--- src/rtl/ics_pkg.sv ---
package ics_pkg;

  typedef enum logic [3:0] {
    ST_IAC = 4'd0,
    ST_IF  = 4'd1,
    ST_IOD = 4'd2,
    ST_OAR = 4'd3,
    ST_OF  = 4'd4,
    ST_DO  = 4'd5,
    ST_OAW = 4'd6,
    ST_OS  = 4'd7,
    ST_INT = 4'd8
  } ics_state_e;

  localparam int NUM_ST = 9;

  localparam logic [3:0] OPC_JUMP = 4'h8;
  localparam logic [3:0] OPC_RETI = 4'h9;

  typedef struct packed {
    logic jump;
    logic reti;
    logic rd;
    logic wr;
  } ics_dec_t;

endpackage

--- src/rtl/ics_decode.sv ---
module ics_decode
  import ics_pkg::*;
#(
  parameter int AW  = 8,
  parameter int OPW = 4,
  parameter int CW  = 4,
  parameter int IW  = OPW + 2 + AW
) (
  input  logic          clk,
  input  logic          rst_n,
  input  ics_state_e    state,
  input  logic          mem_ready,
  input  logic [IW-1:0] mem_rdata,
  output ics_dec_t      dec,
  output logic [AW-1:0] target,
  output logic [CW-1:0] cnt_init
);

  logic [IW-1:0]  ir_q;
  logic           ir_en;
  logic [OPW-1:0] opc;
  logic [1:0]     mode;

  assign ir_en = (state == ST_IF) && mem_ready;

  always_ff @(posedge clk or negedge rst_n) begin
    if (!rst_n)     ir_q <= '0;
    else if (ir_en) ir_q <= mem_rdata;
  end

  always_comb begin
    opc      = ir_q[IW-1 -: OPW];
    mode     = ir_q[AW +: 2];
    target   = ir_q[AW-1:0];
    cnt_init = ir_q[CW-1:0];
    dec.jump = (opc == OPW'(OPC_JUMP));
    dec.reti = (opc == OPW'(OPC_RETI));
    dec.rd   = mode[0];
    dec.wr   = mode[1];
  end

endmodule

--- src/rtl/ics_fsm.sv ---
module ics_fsm
  import ics_pkg::*;
#(
  parameter int CW = 4
) (
  input  logic          clk,
  input  logic          rst_n,
  input  ics_dec_t      dec,
  input  logic [CW-1:0] cnt_init,
  input  logic          mem_ready,
  input  logic          irq,
  input  logic          in_isr,
  output ics_state_e    state,
  output logic          irq_take
);

  localparam logic [CW-1:0] ONE = CW'(1);

  ics_state_e    state_q, state_d;
  ics_state_e    first_op, after_elem;
  logic [CW-1:0] cnt_q, cnt_d;
  logic          cnt_en;
  logic          last_elem;

  always_comb begin
    last_elem  = (cnt_q == '0);
    first_op   = dec.rd ? ST_OAR : ST_DO;
    after_elem = last_elem ? ST_INT : first_op;
    irq_take   = (state_q == ST_INT) && irq && !in_isr;
    state_d    = state_q;
    cnt_en     = 1'b0;
    cnt_d      = cnt_q - ONE;
    unique case (state_q)
      ST_IAC: state_d = ST_IF;
      ST_IF:  if (mem_ready) state_d = ST_IOD;
      ST_IOD: begin
        cnt_en  = 1'b1;
        cnt_d   = cnt_init;
        state_d = (dec.jump || dec.reti) ? ST_INT : first_op;
      end
      ST_OAR: state_d = ST_OF;
      ST_OF:  if (mem_ready) state_d = ST_DO;
      ST_DO: begin
        if (dec.wr) begin
          state_d = ST_OAW;
        end else begin
          state_d = after_elem;
          cnt_en  = !last_elem;
        end
      end
      ST_OAW: state_d = ST_OS;
      ST_OS: begin
        if (mem_ready) begin
          state_d = after_elem;
          cnt_en  = !last_elem;
        end
      end
      ST_INT: state_d = ST_IAC;
      default: state_d = ST_IAC;
    endcase
  end

  always_ff @(posedge clk or negedge rst_n) begin
    if (!rst_n) state_q <= ST_IAC;
    else        state_q <= state_d;
  end

  always_ff @(posedge clk or negedge rst_n) begin
    if (!rst_n)      cnt_q <= '0;
    else if (cnt_en) cnt_q <= cnt_d;
  end

  assign state = state_q;

endmodule

--- src/rtl/ics_ctx.sv ---
module ics_ctx
  import ics_pkg::*;
#(
  parameter int          AW         = 8,
  parameter int          FW         = 4,
  parameter int          PC_INC     = 1,
  parameter logic [AW-1:0] RESET_PC   = '0,
  parameter logic [AW-1:0] HANDLER_PC = '1
) (
  input  logic          clk,
  input  logic          rst_n,
  input  ics_state_e    state,
  input  logic          mem_ready,
  input  ics_dec_t      dec,
  input  logic [AW-1:0] target,
  input  logic [FW-1:0] alu_flags,
  input  logic          irq_take,
  output logic [AW-1:0] pc,
  output logic [FW-1:0] flags,
  output logic          in_isr
);

  localparam logic [AW-1:0] INC = AW'(PC_INC);

  logic [AW-1:0] pc_q, pc_d, shd_pc_q;
  logic [FW-1:0] fl_q, fl_d, shd_fl_q;
  logic          isr_q, isr_d;
  logic          pc_en, fl_en, isr_en;
  logic          at_iod, fetch_done;

  always_comb begin
    at_iod     = (state == ST_IOD);
    fetch_done = (state == ST_IF) && mem_ready;
    pc_en  = 1'b1;
    pc_d   = pc_q;
    if (irq_take)               pc_d = HANDLER_PC;
    else if (at_iod && dec.jump) pc_d = target;
    else if (at_iod && dec.reti) pc_d = shd_pc_q;
    else if (fetch_done)         pc_d = pc_q + INC;
    else                         pc_en = 1'b0;
    fl_en = 1'b1;
    fl_d  = fl_q;
    if (at_iod && dec.reti)  fl_d = shd_fl_q;
    else if (state == ST_DO) fl_d = alu_flags;
    else                     fl_en = 1'b0;
    isr_en = irq_take || (at_iod && dec.reti);
    isr_d  = irq_take;
  end

  always_ff @(posedge clk or negedge rst_n) begin
    if (!rst_n)     pc_q <= RESET_PC;
    else if (pc_en) pc_q <= pc_d;
  end

  always_ff @(posedge clk or negedge rst_n) begin
    if (!rst_n)     fl_q <= '0;
    else if (fl_en) fl_q <= fl_d;
  end

  always_ff @(posedge clk or negedge rst_n) begin
    if (!rst_n) begin
      shd_pc_q <= '0;
      shd_fl_q <= '0;
    end else if (irq_take) begin
      shd_pc_q <= pc_q;
      shd_fl_q <= fl_q;
    end
  end

  always_ff @(posedge clk or negedge rst_n) begin
    if (!rst_n)      isr_q <= 1'b0;
    else if (isr_en) isr_q <= isr_d;
  end

  assign pc     = pc_q;
  assign flags  = fl_q;
  assign in_isr = isr_q;

endmodule

--- src/rtl/instr_cycle_seq.sv ---
module instr_cycle_seq
  import ics_pkg::*;
#(
  parameter int            AW         = 8,
  parameter int            OPW        = 4,
  parameter int            CW         = 4,
  parameter int            FW         = 4,
  parameter int            PC_INC     = 1,
  parameter logic [AW-1:0] RESET_PC   = 8'h00,
  parameter logic [AW-1:0] HANDLER_PC = 8'hF0,
  parameter int            IW         = OPW + 2 + AW
) (
  input  logic              clk,
  input  logic              rst_n,
  input  logic [IW-1:0]     mem_rdata,
  input  logic              mem_ready,
  input  logic              irq,
  input  logic [FW-1:0]     alu_flags,
  output logic [NUM_ST-1:0] phase,
  output logic              mem_rd,
  output logic              mem_wr,
  output logic [AW-1:0]     pc,
  output logic [FW-1:0]     flags,
  output logic              irq_ack
);

  logic [1:0]    rst_pipe;
  logic          rst_core_n;
  ics_state_e    state;
  ics_dec_t      dec;
  logic [AW-1:0] target;
  logic [CW-1:0] cnt_init;
  logic          irq_take;
  logic          in_isr;

  always_ff @(posedge clk or negedge rst_n) begin
    if (!rst_n) rst_pipe <= '0;
    else        rst_pipe <= {rst_pipe[0], 1'b1};
  end
  assign rst_core_n = rst_pipe[1];

  ics_decode #(.AW(AW), .OPW(OPW), .CW(CW), .IW(IW)) u_decode (
    .clk(clk), .rst_n(rst_core_n), .state(state), .mem_ready(mem_ready),
    .mem_rdata(mem_rdata), .dec(dec), .target(target), .cnt_init(cnt_init)
  );

  ics_fsm #(.CW(CW)) u_fsm (
    .clk(clk), .rst_n(rst_core_n), .dec(dec), .cnt_init(cnt_init),
    .mem_ready(mem_ready), .irq(irq), .in_isr(in_isr),
    .state(state), .irq_take(irq_take)
  );

  ics_ctx #(
    .AW(AW), .FW(FW), .PC_INC(PC_INC), .RESET_PC(RESET_PC), .HANDLER_PC(HANDLER_PC)
  ) u_ctx (
    .clk(clk), .rst_n(rst_core_n), .state(state), .mem_ready(mem_ready),
    .dec(dec), .target(target), .alu_flags(alu_flags), .irq_take(irq_take),
    .pc(pc), .flags(flags), .in_isr(in_isr)
  );

  for (genvar g = 0; g < NUM_ST; g++) begin : g_phase
    assign phase[g] = (state == ics_state_e'(g));
  end

  assign mem_rd  = (state == ST_IF) || (state == ST_OF);
  assign mem_wr  = (state == ST_OS);
  assign irq_ack = irq_take;

endmodule

--- config.mk ---
export PLATFORM = sky130hd
export DESIGN_NAME = instr_cycle_seq
export DESIGN_NICKNAME = d
export VERILOG_FILES = /design/src/rtl/ics_pkg.sv /design/src/rtl/ics_decode.sv /design/src/rtl/ics_fsm.sv /design/src/rtl/ics_ctx.sv /design/src/rtl/instr_cycle_seq.sv
export SDC_FILE = /design/constraint.sdc
export NUM_CORES = 1
export LEC_CHECK = 0
export BUFFER_PORTS_ARGS = -buffer_cell sky130_fd_sc_hd__buf_2
export CELL_PAD_IN_SITES_DETAIL_PLACEMENT = 0
export CELL_PAD_IN_SITES_GLOBAL_PLACEMENT = 2
export CORE_ASPECT_RATIO = 1.25
export CORE_MARGIN = 8
export CORE_UTILIZATION = 37
export DETAILED_ROUTE_END_ITERATION = 6
export GPL_TIMING_DRIVEN = 0
export HOLD_SLACK_MARGIN = 0.05
export PLACE_DENSITY = 0.95
export SLEW_MARGIN = 10
export SYNTH_ARGS = -nofsm -noshare
export SYNTH_HDL_FRONTEND = slang
export SYNTH_SLANG_ARGS = --single-unit
--- constraint.sdc ---
create_clock -name clk -period 3.1 [get_ports clk]
set_input_delay 0.31 -clock clk [delete_from_list [all_inputs] [get_ports clk]]
set_output_delay 0.31 -clock clk [all_outputs]
set_load 0.05 [all_outputs]
[After elaboration in Yosys (flattened, before gate mapping)]
Index checks and enable logic that the tools add are counted.
Word-level totals
  output and inout port bits: 24
  bits of input ports: 22
  word-level logic and storage cells: 65
  register bits after elaboration: 49
Cells by class
  $add $sub $neg: 2
  reductions and logical operators: 17
  equal/unequal tests: 13
  mux-type cells: 24
Operators with widths (number)
  4-bit 2-to-1 mux: 9
  8-bit 2-to-1 mux: 4
  4-bit case mux with 8 select lines: 1
  4-bit by 3-bit == test with 1-bit output (second input constant): 4
  4-bit == test (second input constant): 3
  8-bit by 1-bit adder with 8-bit output (second input constant): 1
  4-bit by 2-bit == test with 1-bit output (second input constant): 2
  4-bit logical NOT: 2
  1-bit 2-to-1 mux: 8
  2-bit inequality test (second input constant): 3
  1-bit logical AND: 5
  4-bit by 1-bit == test with 1-bit output (second input constant): 1
  2-bit AND reduction: 2
  4-bit nonzero test: 1
  4-bit by 1-bit subtractor with 4-bit output (second input constant): 1
  1-bit logical OR: 3
  3-bit 2-to-1 mux: 1
  1-bit case mux with 3 select lines: 1
  3-bit AND reduction: 1
  1-bit logical NOT: 2
  2-bit nonzero test: 1

[Logic depth before layout (Yosys ltp)]
  depth in word-level cells: 7
  depth in mapped cells: 8
  mapped depth without buffers: 6

[By module]
From an unflattened synthesis, not the netlist that was laid out.
Unflattened totals
  cells, all modules: 284
  area total of the unflattened synthesis: 2951.6 um^2
Modules (own cells, without submodules)
  ics_ctx: instances 1, seq. area each 625.6 um^2, cells each 146, area an instance 1460.2 um^2
  ics_decode: instances 1, seq. area each 350.3 um^2, cells each 47, area an instance 668.1 um^2
  ics_fsm: instances 1, seq. area each 200.2 um^2, cells each 71, area an instance 661.9 um^2
  instr_cycle_seq: instances 1, seq. area each 50.0 um^2, cells each 20, area an instance 161.4 um^2

[Worst setup path after synthesis]
OpenSTA, ideal clock, no wires.
  kind: register to output
  start: register u_fsm.state_q[1], in the netlist u_fsm.state[1]
  end: output port irq_ack
  data required time: 2.790 ns
  arrival: 2.288 ns
  slack: 0.502 ns
  stages on the path, launching flop included: 6
  cell sequence: dfrtp_1 > buf_2 > nor4b_2 > nand3_1 > inv_2 > buf_2
On the way
  longest elaborated chain between the ends: 3
RTL lines
  from (decl): line ics_fsm.sv:19  | ics_state_e state_q, state_d;
  from (signal assigned): line ics_fsm.sv:65  | else state_q <= state_d;
  4-bit == test
  net phase[8]: line instr_cycle_seq.sv:19  | output logic [NUM_ST-1:0] phase,
  1-bit logical AND (2 in series): line ics_fsm.sv:29  | irq_take = (state_q == ST_INT) && irq && !in_isr;
  to (decl): line instr_cycle_seq.sv:24  | output logic irq_ack
The timed path passes the listed nets, and every way through them passes these cells.

[Final worst setup path]
  start: register u_fsm.state_q[1], in the netlist u_fsm.state[1]
  end: output port irq_ack
On the way
  longest elaborated chain between the ends: 3
RTL lines (line)
  4-bit == test: ics_fsm.sv:29
  1-bit logical AND (2 in series): ics_fsm.sv:29
No other way between the ends.

==> metrics.csv <==
metric,value,unit
status,finished clean,
TritonCTS clock tree,built,
Hold Path Class,in -> reg,
setup TNS,0,ps
FF-to-FF End,u_ctx.flags[0],
max_cap viols,0,
synth cell count leaders,"nand2_1, dfrtp_1, nand3_1",
number of setup buffers added after CTS,0,
die width,90.76,um
count of clock tree sinks,49,
"count leader, synth",nand2_1,
Initial Utilization,37.74,%
largest net degree at the start of global routing,30,
post-route ant nets,0,
"top cells by area, synth","dfrtp_1, nand2_1, mux2i_1",
clock slew at reported path FFs,100,ps
gr ovfl total,0,
sequential-to-total area share from yosys stat,47.43,%
Worst-Margin Slew,959.2,ps
worst setup path startpoint,u_fsm.state[1],
vias in the first global route,2236,
final slew viol count,0,
Pleak,0.001536,uW
fill cell count,709,
Nets,354,
crit path capture type,output port,
syn nets,300,
1st-iter DRT viols,74,
# rows,34,
RSZ-0062 raised after global routing,no,
Avg Inst Size Synth,9.366,um2
crit-path max FO,10,
Syn. warnings,0,
initial antenna violation count,0,
fraction of layout cells with a size suffix above 1,26.89,%
routed len/inst,15.31,um
Post-Synthesis Cells,276,
height of the die,109.5,um
Core ar.,6849,um2
setup ws final,624.4,ps
worst r2r src,u_decode.ir_q[11],
worst reg-to-reg setup slack,1090,ps
final WL,6.444,mm
CP Launch Type,flop,
drc violations,0,
final hold vios,0,
H-tree Lvls,2,
CP arrival,2170,ps
pre-CTS setup slack,958.4,ps
area share of the largest cell type after synthesis,47.43,%
First-pass DRT Iterations,6,
GP Congestion,0.7851,
prevailing post-synth register cell,dfrtp_1,
VDD IR max,0.4692,mV
crit path time final,2476,ps
fmax,403.9,MHz
PortBufs,45,
vias,2165,
"Clk Latency, worst-skew pair",310,ps
synth unique cells,65,
Total Routing Usage GR,13.53,%
root buffer cell,clkbuf_8,
Post-Syn Area,2585,um2
Seq cells post-synth,49,
I/O pin total,46,
Final setup violation count,0,
CP endpoint,irq_ack,
Cell Pwr Density,1041,nW/um2
post-synthesis async set-or-reset flop share,100.0,%
Reg2Reg Depth,5,
vias per cell,5.143,
CP required,2790,ps
Slew headroom,35.92,%
Hold Buf Count CTS,1,
critical path class,reg -> out,
clk_skew,9.529,ps
first-pass GRT wire length,10.98,mm
die area,9934,um2
post-synth top area cell,dfrtp_1,
period utilization,79.86,%
antenna cells,0,
CTS resizes,0,
Syn-to-layout area delta,18.64,%
HPWL Detailed,4.731,mm
CTS buffer count,5,
Post-synth EDFFs,0,
clk buf depth,2,
worst min-delay path by stage:
stage / from / endpoint / slack (ps) / cells after the start
floorplan: rst_n / rst_pipe[0] / 10 / 0
global placement: rst_n / rst_pipe[0] / 100 / 1
detailed placement: rst_n / rst_pipe[0] / 100 / 1
CTS: mem_rdata[4] / u_decode.ir_q[4] / 170 / 3
global route: mem_rdata[8] / u_decode.ir_q[8] / 180 / 3
finish: mem_rdata[4] / u_decode.ir_q[4] / 180 / 3
placed cells by master, fill, tap and decap left out, drive strengths merged, types with 6 or more instances in the layout:
| master | Yosys | final |
|---|---|---|
| buf | 15 | 61 |
| clkbuf | 3 | 8 |
| dfrtp | 49 | 49 |
| inv | 8 | 9 |
| mux2i | 8 | 8 |
| nand2 | 86 | 86 |
| nand3 | 9 | 9 |
| nand4 | 6 | 6 |
| nor3b | 6 | 6 |
| o21ai | 8 | 8 |
layer usage:
metal  vias up  global-route usage (%)  share of wire (%)
li1       1059                       -                  -
met1      1054                   16.01                 45
met2        42                   23.74                 49
met3        10                   3.279                4.5
met4         0                   4.291                1.4
met5         -                       0                  0
final cells by class:
cell class	instances	area, um2	share of cell area (%)
timing repair buffer	47	255.2	8.323
clock buffer	5	68.82	2.244
multi-input combinational	199	1187	38.72
sequential	49	1227	40.02
clock inverter	3	43.79	1.428
buffer	18	127.6	4.162
inverter	10	43.79	1.428
tap	90	112.6	3.672
registers in the layout, summed over array words and instances (netlist names):
| register | flops |
|---|---|
| u_ctx.in_isr | 1 |
| u_fsm.state | 4 |
| u_ctx.pc | 8 |
| u_ctx.flags | 4 |
| rst_pipe | 2 |
| u_fsm.cnt_q | 4 |
| u_ctx.shd_pc_q | 8 |
| u_decode.ir_q | 14 |
| u_ctx.shd_fl_q | 4 |
kinds of logic (layout without fill, tap and decap cells):
family                   count (synthesis)  after routing  share of synthesized area (%)
AO/OA/AOI/OAI                           45             45                          13.26
XOR/XNOR                                 3              3                          1.017
adder cells (fa/ha/maj)                  2              2                         0.9679
buffers and inverters                   28             83                          6.631
flip-flops                              49             49                          47.43
multiplexers                             8              8                          3.098
other                                    1              1                         0.1451
AND/OR/NAND/NOR                        140            140                          27.44
metrics by stage:
step	utilization [%]	hold slack (ps)	power, uW	cells	instance area (um2)
floorplan	-	14.41	2345	276	2585
global placement	42.67	95.57	2713	411	2923
detailed placement	42.99	98.09	2744	412	2944
CTS	44.78	173.5	3222	421	3067
global route	44.78	180.0	3426	421	3067
finish	44.78	177.6	3193	421	3067
power breakdown:
| group | switching, uW | internal [uW] | total (uW) |
|---|---|---|---|
| clock | 230 | 242 | 472 |
| combinational | 1080 | 560 | 1640 |
| sequential | 216 | 860 | 1080 |
critical path, cell delays in order, from the launching register on:
cell     delay (ps)
dfrtp_1         440
buf_2           210
nor4b_2         340
nand3_1         170
inv_2           140
buf_2           250
buf_2           310
Note: power is estimated with default switching activity, not from simulation.
